## config.mk

```make
export PLATFORM = sky130hd
export DESIGN_NAME = adc_chain_ctrl
export DESIGN_NICKNAME = d
export VERILOG_FILES = /design/src/rtl/adc_chain_pkg.sv /design/src/rtl/adc_sclk_div.sv /design/src/rtl/adc_frame_rx.sv /design/src/rtl/adc_chain_ctrl.sv
export SDC_FILE = /design/constraint.sdc
export NUM_CORES = 1
export LEC_CHECK = 0
export ABC_AREA = 1
export BUFFER_PORTS_ARGS = -buffer_cell sky130_fd_sc_hd__buf_2
export CELL_PAD_IN_SITES_DETAIL_PLACEMENT = 2
export CELL_PAD_IN_SITES_GLOBAL_PLACEMENT = 2
export CORE_UTILIZATION = 36
export CTS_CLUSTER_DIAMETER = 80
export CTS_CLUSTER_SIZE = 25
export DETAILED_ROUTE_END_ITERATION = 10
export PLACE_DENSITY_LB_ADDON = 0.1
export SLEW_MARGIN = 20
export SYNTH_ARGS = -nofsm -noshare
export SYNTH_HDL_FRONTEND = slang
export SYNTH_SLANG_ARGS = --single-unit
export TNS_END_PERCENT = 30
```

## constraint.sdc

```tcl
create_clock -name clk -period 2.3 [get_ports clk]
set_input_delay 0.69 -clock clk [delete_from_list [all_inputs] [get_ports clk]]
set_output_delay 0.69 -clock clk [all_outputs]
set_load 0.02 [all_outputs]
```

## src/rtl/adc_chain_pkg.sv

```systemverilog
package adc_chain_pkg;

    typedef enum logic [3:0] {
        S_IDLE,
        S_CFG_ARM,
        S_CFG_ENTER,
        S_CFG_LOW,
        S_CFG_HIGH,
        S_CFG_COMMIT,
        S_CFG_RELEASE,
        S_CNV_WAIT,
        S_CNV_DROP,
        S_RD_HIGH,
        S_RD_LOW
    } ctrl_state_t;

endpackage

```

## src/rtl/adc_sclk_div.sv

```systemverilog
module adc_sclk_div #(
    parameter int DIV_W = 4
) (
    input  logic             clk,
    input  logic             rst_n,
    input  logic             en_i,
    input  logic [DIV_W-1:0] half_i,
    output logic             tick_o
);

    logic [DIV_W-1:0] cnt;
    logic [DIV_W-1:0] lim_m1;

    // a half-period of zero is treated as one system cycle
    assign lim_m1 = (half_i == '0) ? '0 : half_i - 1'b1;
    assign tick_o = en_i && (cnt == lim_m1);

    always_ff @(posedge clk or negedge rst_n) begin
        if (!rst_n) begin
            cnt <= '0;
        end else if (!en_i || tick_o) begin
            cnt <= '0;
        end else begin
            cnt <= cnt + 1'b1;
        end
    end

    AST_DIV_IDLE_CLEAR: assert property (@(posedge clk) disable iff (!rst_n)
        !$past(en_i) |-> (cnt == '0));

endmodule

```

## src/rtl/adc_frame_rx.sv

```systemverilog
module adc_frame_rx #(
    parameter int N_DEV = 3,
    parameter int RES_W = 16
) (
    input  logic                   clk,
    input  logic                   rst_n,
    input  logic                   sample_i,
    input  logic                   sdi_i,
    input  logic                   commit_i,
    output logic [N_DEV*RES_W-1:0] data_o
);

    localparam int FRAME_W = N_DEV * RES_W + 1;

    logic [FRAME_W-1:0]     sh;
    logic [N_DEV*RES_W-1:0] ordered;

    // first word in the frame lands in the lowest slot
    for (genvar k = 0; k < N_DEV; k++) begin : g_slot
        assign ordered[k*RES_W +: RES_W] = sh[(N_DEV-1-k)*RES_W +: RES_W];
    end

    always_ff @(posedge clk or negedge rst_n) begin
        if (!rst_n) begin
            sh <= '0;
        end else if (sample_i) begin
            sh <= {sh[FRAME_W-2:0], sdi_i};
        end
    end

    always_ff @(posedge clk or negedge rst_n) begin
        if (!rst_n) begin
            data_o <= '0;
        end else if (commit_i) begin
            data_o <= ordered;
        end
    end

    AST_RX_NO_MIXED: assert property (@(posedge clk) disable iff (!rst_n)
        !(sample_i && commit_i));

endmodule

```

## src/rtl/adc_chain_ctrl.sv

```systemverilog
module adc_chain_ctrl
    import adc_chain_pkg::*;
#(
    parameter int N_DEV       = 3,
    parameter int RES_W       = 16,
    parameter int CFG_W       = 8,
    parameter int DIV_W       = 4,
    parameter int TIMEOUT_CYC = 200
) (
    input  logic                   clk,
    input  logic                   rst_n,
    input  logic                   start_config,
    input  logic                   start_convert,
    input  logic [CFG_W-1:0]       cfg_word,
    input  logic [DIV_W-1:0]       sclk_half,
    input  logic                   sdi,
    output logic                   sclk,
    output logic                   cnvst,
    output logic                   sdo,
    output logic                   busy,
    output logic                   rd_valid,
    output logic [N_DEV*RES_W-1:0] rd_data,
    output logic                   timeout_err
);

    localparam int CFG_BITS = N_DEV * CFG_W;
    localparam int FRAME_W  = N_DEV * RES_W + 1;
    localparam int MAX_BITS = (FRAME_W > CFG_BITS) ? FRAME_W : CFG_BITS;
    localparam int CNT_W    = $clog2(MAX_BITS + 1);
    localparam int TMO_W    = $clog2(TIMEOUT_CYC + 1);

    ctrl_state_t         state, nxt;
    logic [CNT_W-1:0]    bit_cnt;
    logic [TMO_W-1:0]    tmo_cnt;
    logic [CFG_BITS-1:0] cfg_sh;
    logic                tick, div_en;
    logic                last_cfg, last_rd, tmo_hit, cfg_ok, cnv_ok;
    logic                rx_sample, rx_commit;

    assign div_en    = (state != S_IDLE) && (state != S_CNV_WAIT);
    assign last_cfg  = (bit_cnt == CNT_W'(CFG_BITS - 1));
    assign last_rd   = (bit_cnt == CNT_W'(FRAME_W - 1));
    assign tmo_hit   = (tmo_cnt == TMO_W'(TIMEOUT_CYC - 1));
    assign cfg_ok    = (state == S_IDLE) && start_config;
    assign cnv_ok    = (state == S_IDLE) && start_convert && !start_config;
    assign rx_sample = ((state == S_CNV_DROP) || (state == S_RD_LOW)) && tick;
    assign rx_commit = (state == S_RD_HIGH) && tick && last_rd;
    assign sdo       = cfg_sh[CFG_BITS-1];
    assign busy      = (state != S_IDLE);

    adc_sclk_div #(.DIV_W(DIV_W)) div_i (
        .clk    (clk),
        .rst_n  (rst_n),
        .en_i   (div_en),
        .half_i (sclk_half),
        .tick_o (tick)
    );

    adc_frame_rx #(.N_DEV(N_DEV), .RES_W(RES_W)) rx_i (
        .clk      (clk),
        .rst_n    (rst_n),
        .sample_i (rx_sample),
        .sdi_i    (sdi),
        .commit_i (rx_commit),
        .data_o   (rd_data)
    );

    always_comb begin
        nxt = state;
        unique case (state)
            S_IDLE: begin
                if (start_config)       nxt = S_CFG_ARM;
                else if (start_convert) nxt = S_CNV_WAIT;
            end
            S_CFG_ARM:     if (tick) nxt = S_CFG_ENTER;
            S_CFG_ENTER:   if (tick) nxt = S_CFG_LOW;
            S_CFG_LOW:     if (tick) nxt = S_CFG_HIGH;
            S_CFG_HIGH:    if (tick) nxt = last_cfg ? S_CFG_COMMIT : S_CFG_LOW;
            S_CFG_COMMIT:  if (tick) nxt = S_CFG_RELEASE;
            S_CFG_RELEASE: if (tick) nxt = S_IDLE;
            S_CNV_WAIT: begin
                if (sdi)          nxt = S_CNV_DROP;
                else if (tmo_hit) nxt = S_IDLE;
            end
            S_CNV_DROP:    if (tick) nxt = S_RD_HIGH;
            S_RD_HIGH:     if (tick) nxt = last_rd ? S_IDLE : S_RD_LOW;
            S_RD_LOW:      if (tick) nxt = S_RD_HIGH;
            default:       nxt = S_IDLE;
        endcase
    end

    // state register
    always_ff @(posedge clk or negedge rst_n) begin
        if (!rst_n) state <= S_IDLE;
        else        state <= nxt;
    end

    // counters and configuration shifter
    always_ff @(posedge clk or negedge rst_n) begin
        if (!rst_n) begin
            bit_cnt <= '0;
            tmo_cnt <= '0;
            cfg_sh  <= '0;
        end else begin
            if (state == S_IDLE)
                bit_cnt <= '0;
            else if (((state == S_CFG_HIGH) || (state == S_RD_HIGH)) && tick)
                bit_cnt <= bit_cnt + 1'b1;

            if (state == S_CNV_WAIT) tmo_cnt <= tmo_cnt + 1'b1;
            else                     tmo_cnt <= '0;

            if (cfg_ok)
                cfg_sh <= {N_DEV{cfg_word}};
            else if ((state == S_CFG_HIGH) && tick)
                cfg_sh <= {cfg_sh[CFG_BITS-2:0], 1'b0};
        end
    end

    // registered line levels, decoded from the next state
    always_ff @(posedge clk or negedge rst_n) begin
        if (!rst_n) begin
            sclk        <= 1'b0;
            cnvst       <= 1'b0;
            rd_valid    <= 1'b0;
            timeout_err <= 1'b0;
        end else begin
            sclk  <= (nxt == S_CFG_ARM) || (nxt == S_CFG_ENTER) || (nxt == S_CFG_HIGH) ||
                     (nxt == S_CFG_COMMIT) || (nxt == S_RD_HIGH);
            cnvst <= (nxt == S_CFG_ARM) || (nxt == S_CFG_COMMIT) ||
                     (nxt == S_CFG_RELEASE) || (nxt == S_CNV_WAIT);
            rd_valid <= rx_commit;
            if (cnv_ok)
                timeout_err <= 1'b0;
            else if ((state == S_CNV_WAIT) && !sdi && tmo_hit)
                timeout_err <= 1'b1;
        end
    end

    AST_IDLE_QUIET: assert property (@(posedge clk) disable iff (!rst_n)
        (state == S_IDLE) |-> (!sclk && !cnvst));
    AST_CFG_ENTRY_SCLK_HIGH: assert property (@(posedge clk) disable iff (!rst_n)
        ((state == S_CFG_ENTER) && $fell(cnvst)) |-> (sclk && $past(sclk)));
    AST_COMMIT_SCLK_HIGH: assert property (@(posedge clk) disable iff (!rst_n)
        ((state == S_CFG_COMMIT) && $rose(cnvst)) |-> (sclk && (bit_cnt == CNT_W'(CFG_BITS))));
    AST_WAIT_SCLK_LOW: assert property (@(posedge clk) disable iff (!rst_n)
        (state == S_CNV_WAIT) |-> (!sclk && cnvst));
    AST_TIMEOUT_RELEASE: assert property (@(posedge clk) disable iff (!rst_n)
        $rose(timeout_err) |-> (!cnvst && (state == S_IDLE)));
    AST_READ_CNVST_LOW: assert property (@(posedge clk) disable iff (!rst_n)
        ((state == S_RD_HIGH) || (state == S_RD_LOW)) |-> !cnvst);
    AST_FRAME_LEN: assert property (@(posedge clk) disable iff (!rst_n)
        rd_valid |-> (bit_cnt == CNT_W'(FRAME_W)));
    AST_VALID_PULSE: assert property (@(posedge clk) disable iff (!rst_n)
        rd_valid |=> !rd_valid);
    AST_WAIT_FROM_IDLE: assert property (@(posedge clk) disable iff (!rst_n)
        ((state == S_CNV_WAIT) && ($past(state) != S_CNV_WAIT))
            |-> (($past(state) == S_IDLE) && !$past(start_config)));

endmodule

```

# ---- After elaboration in Yosys (flattened, before gate mapping)
# Cells that the tools add are included.
dict set report op_classes {
  n_addsub 4
  reduce_logical 32
  n_eq_ne 22
  n_mux 24
}
# cell n
set ops {}
lappend ops {{2-to-1 mux 4 bit} 15}
lappend ops {{2-to-1 mux 24 bit} 2}
lappend ops {{one-hot mux 4 bit (10 select lines)} 1}
lappend ops {{== test 4 x 3 -> 1 bit (second input constant)} 8}
lappend ops {{== test 4 bit (second input constant)} 4}
lappend ops {{== test 4 x 2 -> 1 bit (second input constant)} 3}
lappend ops {{logical AND 1 bit} 12}
lappend ops {{2-to-1 mux 6 bit} 2}
lappend ops {{logical OR 1 bit} 10}
lappend ops {{adder 8 x 1 -> 8 bit (second input constant)} 1}
lappend ops {{== test 4 x 1 -> 1 bit (second input constant)} 2}
lappend ops {{== test 8 bit (second input constant)} 1}
lappend ops {{zero test 4 bit} 2}
lappend ops {{2-to-1 mux 8 bit} 1}
lappend ops {{adder 6 x 1 -> 6 bit (second input constant)} 1}
lappend ops {{== test 6 x 5 -> 1 bit (second input constant)} 1}
lappend ops {{== test 6 bit (second input constant)} 1}
lappend ops {{nonzero test 2 bit} 3}
lappend ops {{adder 4 x 1 -> 4 bit (second input constant)} 1}
lappend ops {{== test 4 bit} 1}
lappend ops {{!= test 4 x 3 -> 1 bit (second input constant)} 1}
lappend ops {{nonzero test 4 bit} 1}
lappend ops {{subtractor 4 x 1 -> 4 bit (second input constant)} 1}
lappend ops {{zero test 1 bit} 3}
lappend ops {{3 further kinds} 4}
dict set report word_totals {
  ff_bits 146
  input_bits 17
  out_inout_bits 54
  word_cells 93
}

# ---- Depth between registers and ports, before layout
# Gate-level depths: netlist (run 1).
dict set report depth {
  depth_word 11
  mapped_depth 17
  mapped_depth_nobuf 17
}

# ---- Modules after synthesis
# A second synthesis (run 1) with hierarchy kept.
dict set report hier_totals {
  hier_cells 763
  hier_area_um2 6374.9
}
# mod cells_per_inst n_inst area_per_inst_um2 seq_area_each_um2
set modules_own_cells {}
lappend modules_own_cells {adc_frame_rx 406 1 3611.0 2402.3}
lappend modules_own_cells {adc_chain_ctrl 309 1 2438.6 1151.1}
lappend modules_own_cells {adc_sclk_div 48 1 325.3 100.1}

# ---- Worst setup path after synthesis (run 1)
# OpenSTA, ideal clock, no wires.
dict set report synth_timing {
  path_kind {input port to flip-flop}
  start {input sclk_half[1]}
  end {register rx_i.data_o[34]}
  cell_stages 12
  path_slack_ns 0.215
  arrival_time_ns 1.952
  setup_time_ns 0.133
  required_time_ns 2.167
  path_buffers 2
  path_cell_list {nor2_4 -> nand2_2 -> nand3b_1 -> nand2_1 -> nor2_4 -> nand4_1 -> inv_2 -> nand2_2 -> buf_4 -> buf_2 -> nand2_1 -> o21ai_0}
}
dict set report synth_between {
  elab_chain_cells 6
  elab_cells_between_ends 7
  cone_classes {add/sub (1); eq/ne (1); mux (1); reduce/logical (4)}
}
# item line_no
set synth_lines {}
lappend synth_lines {{from (decl)} adc_chain_ctrl.sv:15} ;# input logic [DIV_W-1:0] sclk_half,
lappend synth_lines {{subtractor 4 x 1 -> 4 bit / zero test 4 bit (equally long branches)} adc_sclk_div.sv:15} ;# assign lim_m1 = (half_i == '0) ? '0 : half_i - 1'b1;
lappend synth_lines {{2-to-1 mux 4 bit (*)} adc_sclk_div.sv:15}
lappend synth_lines {{== test 4 bit (*)} adc_sclk_div.sv:16} ;# assign tick_o = en_i && (cnt == lim_m1);
lappend synth_lines {{logical AND 1 bit (*)} adc_sclk_div.sv:16}
lappend synth_lines {{logical AND 1 bit (*) (2 in series)} adc_chain_ctrl.sv:47} ;# assign rx_commit = (state == S_RD_HIGH) && tick && last_rd;
lappend synth_lines {{to (signal assigned)} adc_frame_rx.sv:35} ;# data_o <= ordered;
lappend synth_lines {{to (decl)} adc_frame_rx.sv:10} ;# output logic [N_DEV*RES_W-1:0] data_o
# Every way passes the cells marked *; elsewhere a longest branch is shown, timed or not.
# A chain may end at the register's enable or synchronous reset.

# ---- Worst setup path in the final report (run 1)
dict set report layout_timing {
  start {register state[2]}
  end {output busy}
}
dict set report layout_between {
  elab_chain_cells 1
}
# item line_no
set layout_lines {}
lappend layout_lines {{from (decl)} adc_chain_ctrl.sv:32} ;# ctrl_state_t state, nxt;
lappend layout_lines {{from (signal assigned)} adc_chain_ctrl.sv:95} ;# else state <= nxt;
lappend layout_lines {{nonzero test 4 bit} adc_chain_ctrl.sv:49} ;# assign busy = (state != S_IDLE);
lappend layout_lines {{to (decl)} adc_chain_ctrl.sv:20} ;# output logic busy,
# Every way passes these cells.

==> metrics.txt, run 1 <==
relative slew slack=0.656; syn nets=714; Slew Viols, Final=0; hpwl dp=11400 um; Max-Cap Viols=0; final setup violation count=0; CP endpoint kind=output port; total clock buffers created by CTS=17; post-route antenna net violation count=0; Routed wire per std cell=16.3 um; post-synth top area share=0.589; Core Region=16700 um2; Leak=0.00393 uW; Hold Violations, Final=0; cell area after layout=7580 um2; Detailed Routing Iterations Pass 1=4; Die ar.=17800 um2; DRC errors left=0; vias in the first global route=5675; Yosys cell types=32; post-CTS sizing=0; Skew-Pair Late Insertion Delay=0.41 ns; CTS HTree Levels=4; Worst Path Arrival=1.46 ns; worst clock skew=0.00459 ns; I/O Pins=71; top_reg_cell synth=dfrtp_1; RSZ-0062 raised after global routing=no; mapped cell area=6200 um2; CP Launch Point=state[2]$_DFF_PN0_; flops & latches, synth=146; min-delay worst type=in -> async; clock tree root driver cell=clkbuf_16; Initial Util=0.371; top-count cell post-synth=nand2_1; Clock Path Buffers=2; WHS=0.154 ns; # diodes=0; Crit Path Category=reg -> out; initial antenna violation count=0; Synth Area per Inst=8.95 um2; vias per cell=4.95; DRT iter0 DRCs=186; synthesized instance count=693; Congestion Overflow GR=0; gr usage total=0.206; final net count=798; yosys warns=0; DIE WIDTH=133 um; Clock transition at path regs=0.06 ns; Synth top cells by count=nand2_1 (178), dfrtp_1 (146), inv_1 (85); Max VDD drop=0.000513 V; WP data required=1.61 ns; CTS tree=yes; WL final=16500 um; die height=133 um; postcts setup bufs=0; total number of vias=4999; status=finished clean; Worst Tran Pin Value=0.511 ns; first-pass GRT wire length=28700 um; Pwr Density=1120 nW/um2; DP Area=6940 um2; startpoint types=flip-flop; cell row count=47; share of flip-flops with an asynchronous set or reset=1.00; register area share after synthesis=0.589; R2R depth=11; clock sinks=146; crit path max fanout=9; top post-synthesis cells by area=dfrtp_1 (59%), nand2_1 (11%), o21ai_0 (6.1%), inv_1 (5.1%), nor2_1 (2.9%); I/O Buffers=70; layout cells sized above 1=0.185; Hold Buf Count CTS=0; Syn-to-layout area delta=22.3%; crit path time final=2.15 ns; gpl congestion=0.833; Synth area leader=dfrtp_1; Post-synth EDFFs=0; fin crit share=0.937; FMAX=464 MHz; FF-to-FF Start=state[2]$_DFF_PN0_; largest net degree at the start of global routing=50
[area by class of cell]
type / instances / area (um2)
multi-input cells: 430 / 2060
inverters: 90 / 338
flip-flops and latches: 146 / 3650
well taps: 220 / 275
repair buffers: 92 / 609
clock inverters: 9 / 151
clock buffers: 22 / 494
fillers: 1845 / 9120
[registers in the layout, summed over array words and instances (netlist names)]
register / count
cnvst: 1
tmo_cnt: 8
cfg_sh: 24
sclk: 1
rx_i.data_o: 48
rx_i.sh: 48
bit_cnt: 6
state: 4
div_i.cnt: 4
timeout_err: 1
rd_valid: 1
[kinds of logic after synthesis]
| kind of cell | count (synthesis) | synth area share |
|---|---|---|
| DFF | 146 | 0.589 |
| and+or+nand+nor | 281 | 0.198 |
| buffers and inverters | 117 | 0.0787 |
| AOI/OAI and AO/OA | 142 | 0.121 |
| xor gates and xnor gates | 3 | 0.00424 |
| adders and majority gates | 4 | 0.00807 |
[per-layer routing]
| metal | global-route usage | vias to the layer above | share of wire |
|---|---|---|---|
| li1 | - | 2386 | - |
| met1 | 0.245 | 2520 | 0.44 |
| met2 | 0.371 | 69 | 0.52 |
| met3 | 0.0339 | 24 | 0.024 |
| met4 | 0.0783 | 0 | 0.016 |
| met5 | 0 | - | 0 |
[layout by cell type, fill, tap and decap left out, types with 2 or more instances in the layout]
cell	synthesis	routed
clkinv_2	0	3
nand4_1	7	7
a31oi_1	24	24
dfrtp_1	146	146
buf_2	9	69
buf_4	6	15
nor2_4	4	4
a21oi_1	7	7
nand2_2	6	5
nand2_1	178	178
xor2_1	2	2
nor2_1	48	48
inv_2	5	5
nor3b_1	2	2
o21ai_0	76	76
inv_1	85	85
clkbuf_16	0	17
clkbuf_8	0	5
ha_1	4	4
buf_12	0	7
nand2_4	1	2
nor2_2	2	2
nor3_1	10	10
nand3b_1	3	3
bufinv_16	0	4
o21ai_1	31	31
nand3_1	17	17
[power breakdown]
group | internal [uW] | switching [uW] | leakage, uW
Sequential | 3100 | 345 | 0.00172
Combinational | 713 | 1330 | 0.00190
Clock | 1950 | 1050 | 0.000318
[path summary, 6_finish.rpt]
check                                              end  slack (ns)
setup / recovery                                  busy        0.15
hold / removal             rx_i.data_o[21]$_DFFE_PN0P_        0.15
setup reg to reg                bit_cnt[4]$_DFFE_PN0P_        0.24
hold reg to reg                   tmo_cnt[0]$_DFF_PN0_        0.46
max in group asynchronous       cfg_sh[22]$_DFFE_PN0P_        1.53
min in group clk                  tmo_cnt[0]$_DFF_PN0_        0.46
[critical path, stage by stage, from the launching register on]
cell     delay (ns)
dfrtp_1        0.45
nor2_1         0.27
nand2_4        0.14
buf_2          0.19
[stage by stage]
| step | TNS [ns] | power [uW] | cells | util | setup slack [ns] |
|---|---|---|---|---|---|
| after global routing | 0 | 9040 | 1009 | 0.454 | 0.0195 |
| after floorplan | 0 | 4830 | 693 | - | 0.215 |
| final | 0 | 8490 | 1009 | 0.454 | 0.145 |
| after detailed placement | -4.08 | 5530 | 978 | 0.415 | -0.158 |
| after CTS | 0 | 8620 | 1009 | 0.454 | 0.132 |
| after global placement | -0.298 | 5360 | 978 | 0.415 | -0.0257 |
Power figures use the tool's default switching activity.
==> run 2, diff against run 1 <==
clock period = 2.4 ns   (was 2.3 ns; I/O delays follow)
==> run 2 against run 1 <==
Compared with the run above:
- clock skew is 0.0041 ns higher
- sequential share of layout area is 0.47 points higher
- register-to-register slack better by 0.08 ns
- die area stayed put
- combinational power is 5% lower
- flip-flop and latch count stayed put
- sequential power is 5% lower
- via count is 1.1% lower
- clock power is 15% lower
- count of clock-buffer cells in the layout is 2 lower
- worst hold slack better by 0.11 ns
- critical endpoint is now bit_cnt[4]$_DFFE_PN0P_
==> metrics.txt, run 2 (synthesis gave the netlist of run 1 again) <==
status=finished clean; RSZ-0062 raised after global routing=no; Net Sw Frac=0.341; # placed instances=976; DRT iter0 DRCs=151; WHS=0.260 ns; Slew Viols, Final=0; final net count=796; hpwl dp=11700 um; DIE WIDTH=133 um; crit path time final=2.15 ns; commonest non-fill, non-tap cell in the layout=nand2_1; fin crit share=0.898; Die ar.=17800 um2; Clock transition at path regs=0.06 ns; first-pass GRT wire length=28100 um; initial antenna violation count=0; Clk pwr share=0.326; Power Internal=5130 uW; Worst Tran Pin Value=0.560 ns; Hold Violations, Final=0; clock sinks=146; final cell count without fillers=1008; Pwr Density=1040 nW/um2; Final Power=7780 uW; postcts setup bufs=0; Max VDD drop=0.000512 V; Routed wire per std cell=16.2 um; WL final=16300 um; Clock Path Buffers=2; CP Launch Point=sclk_half[1]; WP data required=2.70 ns; cell area after layout=7510 um2; FMAX=464 MHz; FF-to-FF Start=state[0]$_DFF_PN0_; R2R depth=11; total number of vias=4944; Congestion Overflow GR=0; final worst slack=0.246 ns; Top Registers=rx_i.data_o x48, rx_i.sh x48, cfg_sh x24; fillers=1861; # diodes=0; CTS HTree Levels=4; Combinational Power Share=0.250; vias per cell=4.90; clock tree root driver cell=clkbuf_16; post-route antenna net violation count=0; pre-CTS setup slack=-0.123 ns; Worst Path Arrival=2.45 ns; Detailed Routing Iterations Pass 1=4; Max-Cap Viols=0; Hold Buf Count CTS=0; DRC errors left=0; worst clock skew=0.00872 ns; Crit Path Category=in -> reg; min-delay worst type=in -> async; vias in the first global route=5577; gpl congestion=0.857; Core Region=16700 um2; I/O Buffers=70; CP endpoint kind=flip-flop; DP Area=6950 um2; relative slew slack=0.627; Leak=0.00388 uW; largest net degree at the start of global routing=54; post-CTS sizing=0; crit path max fanout=7; Initial Util=0.371; I/O Pins=71; gr usage total=0.201; die height=133 um; final setup violation count=0; commonest cells after routing, fill and taps aside=nand2_1 (178), dfrtp_1 (146), inv_1 (85); cell row count=47; layout cells sized above 1=0.183; Syn-to-layout area delta=21.2%; Net Sw Power=2660 uW; CTS tree=yes; startpoint types=input port; Flop pwr share=0.423; total clock buffers created by CTS=17; Skew-Pair Late Insertion Delay=0.42 ns
-- run 2: cell count changes in the layout (fill, tap and decap cells not counted), sizes merged --
cell / previous run / this run
clkbuf: 22 / 20
clkinv: 4 / 5
buf: 92 / 90
inv: 90 / 92
clkinvlp: 1 / 4
bufinv: 4 / 1
-- run 2: stage by stage --
step	util	TNS, ns
floorplan	-	0
global placement	0.416	0
detailed placement	0.416	-1.57
CTS	0.450	0
global route	0.450	0
finish	0.450	0
-- run 2: per-layer routing --
layer,GRT usage,share of wire
met5,0,0
met4,0.0688,0.015
met3,0.0350,0.023
met1,0.248,0.44
met2,0.356,0.52
-- run 2: area by class of cell --
type | count | area, um2 | share of cell area
clock buffers | 20 | 457 | 0.0608
multi-input cells | 430 | 2060 | 0.275
inverters | 90 | 338 | 0.0450
flip-flops and latches | 146 | 3650 | 0.486
clock inverters | 12 | 106 | 0.0142
well taps | 220 | 275 | 0.0366
repair buffers | 90 | 619 | 0.0824
-- run 2: final timing paths --
| check | end | slack, ns |
|---|---|---|
| worst max-delay path | bit_cnt[4]$_DFFE_PN0P_ | 0.25 |
| worst min-delay path | rx_i.data_o[21]$_DFFE_PN0P_ | 0.26 |
| worst max register to register | bit_cnt[4]$_DFFE_PN0P_ | 0.32 |
| worst min register to register | tmo_cnt[0]$_DFF_PN0_ | 0.46 |
| max in group asynchronous | tmo_cnt[6]$_DFF_PN0_ | 1.41 |
| min in group clk | tmo_cnt[0]$_DFF_PN0_ | 0.46 |
-- run 2: power by group through the flow --
| stage | clock network, uW | registers, uW | logic, uW |
|---|---|---|---|
| 2_1_floorplan | 0 | 3260 | 1370 |
| 5_1_grt | 2700 | 3360 | 2220 |
| 4_1_cts | 2600 | 3300 | 1990 |
| 6_report | 2540 | 3290 | 1950 |
| 3_5_place_dp | 0 | 3330 | 1960 |
| 3_3_place_gp | 0 | 3300 | 1830 |
-- run 2: worst max-delay path: stages --
cell      delay [ns]
buf_2           0.12
nor2_4          0.16
nand2_2         0.11
nand3b_1        0.11
nand2_1         0.09
nor2_4          0.22
nand3_4         0.16
inv_2           0.07
o21ai_1         0.09
nor3_1          0.23
nand2_1         0.12
o21ai_1         0.17
a21oi_1         0.08
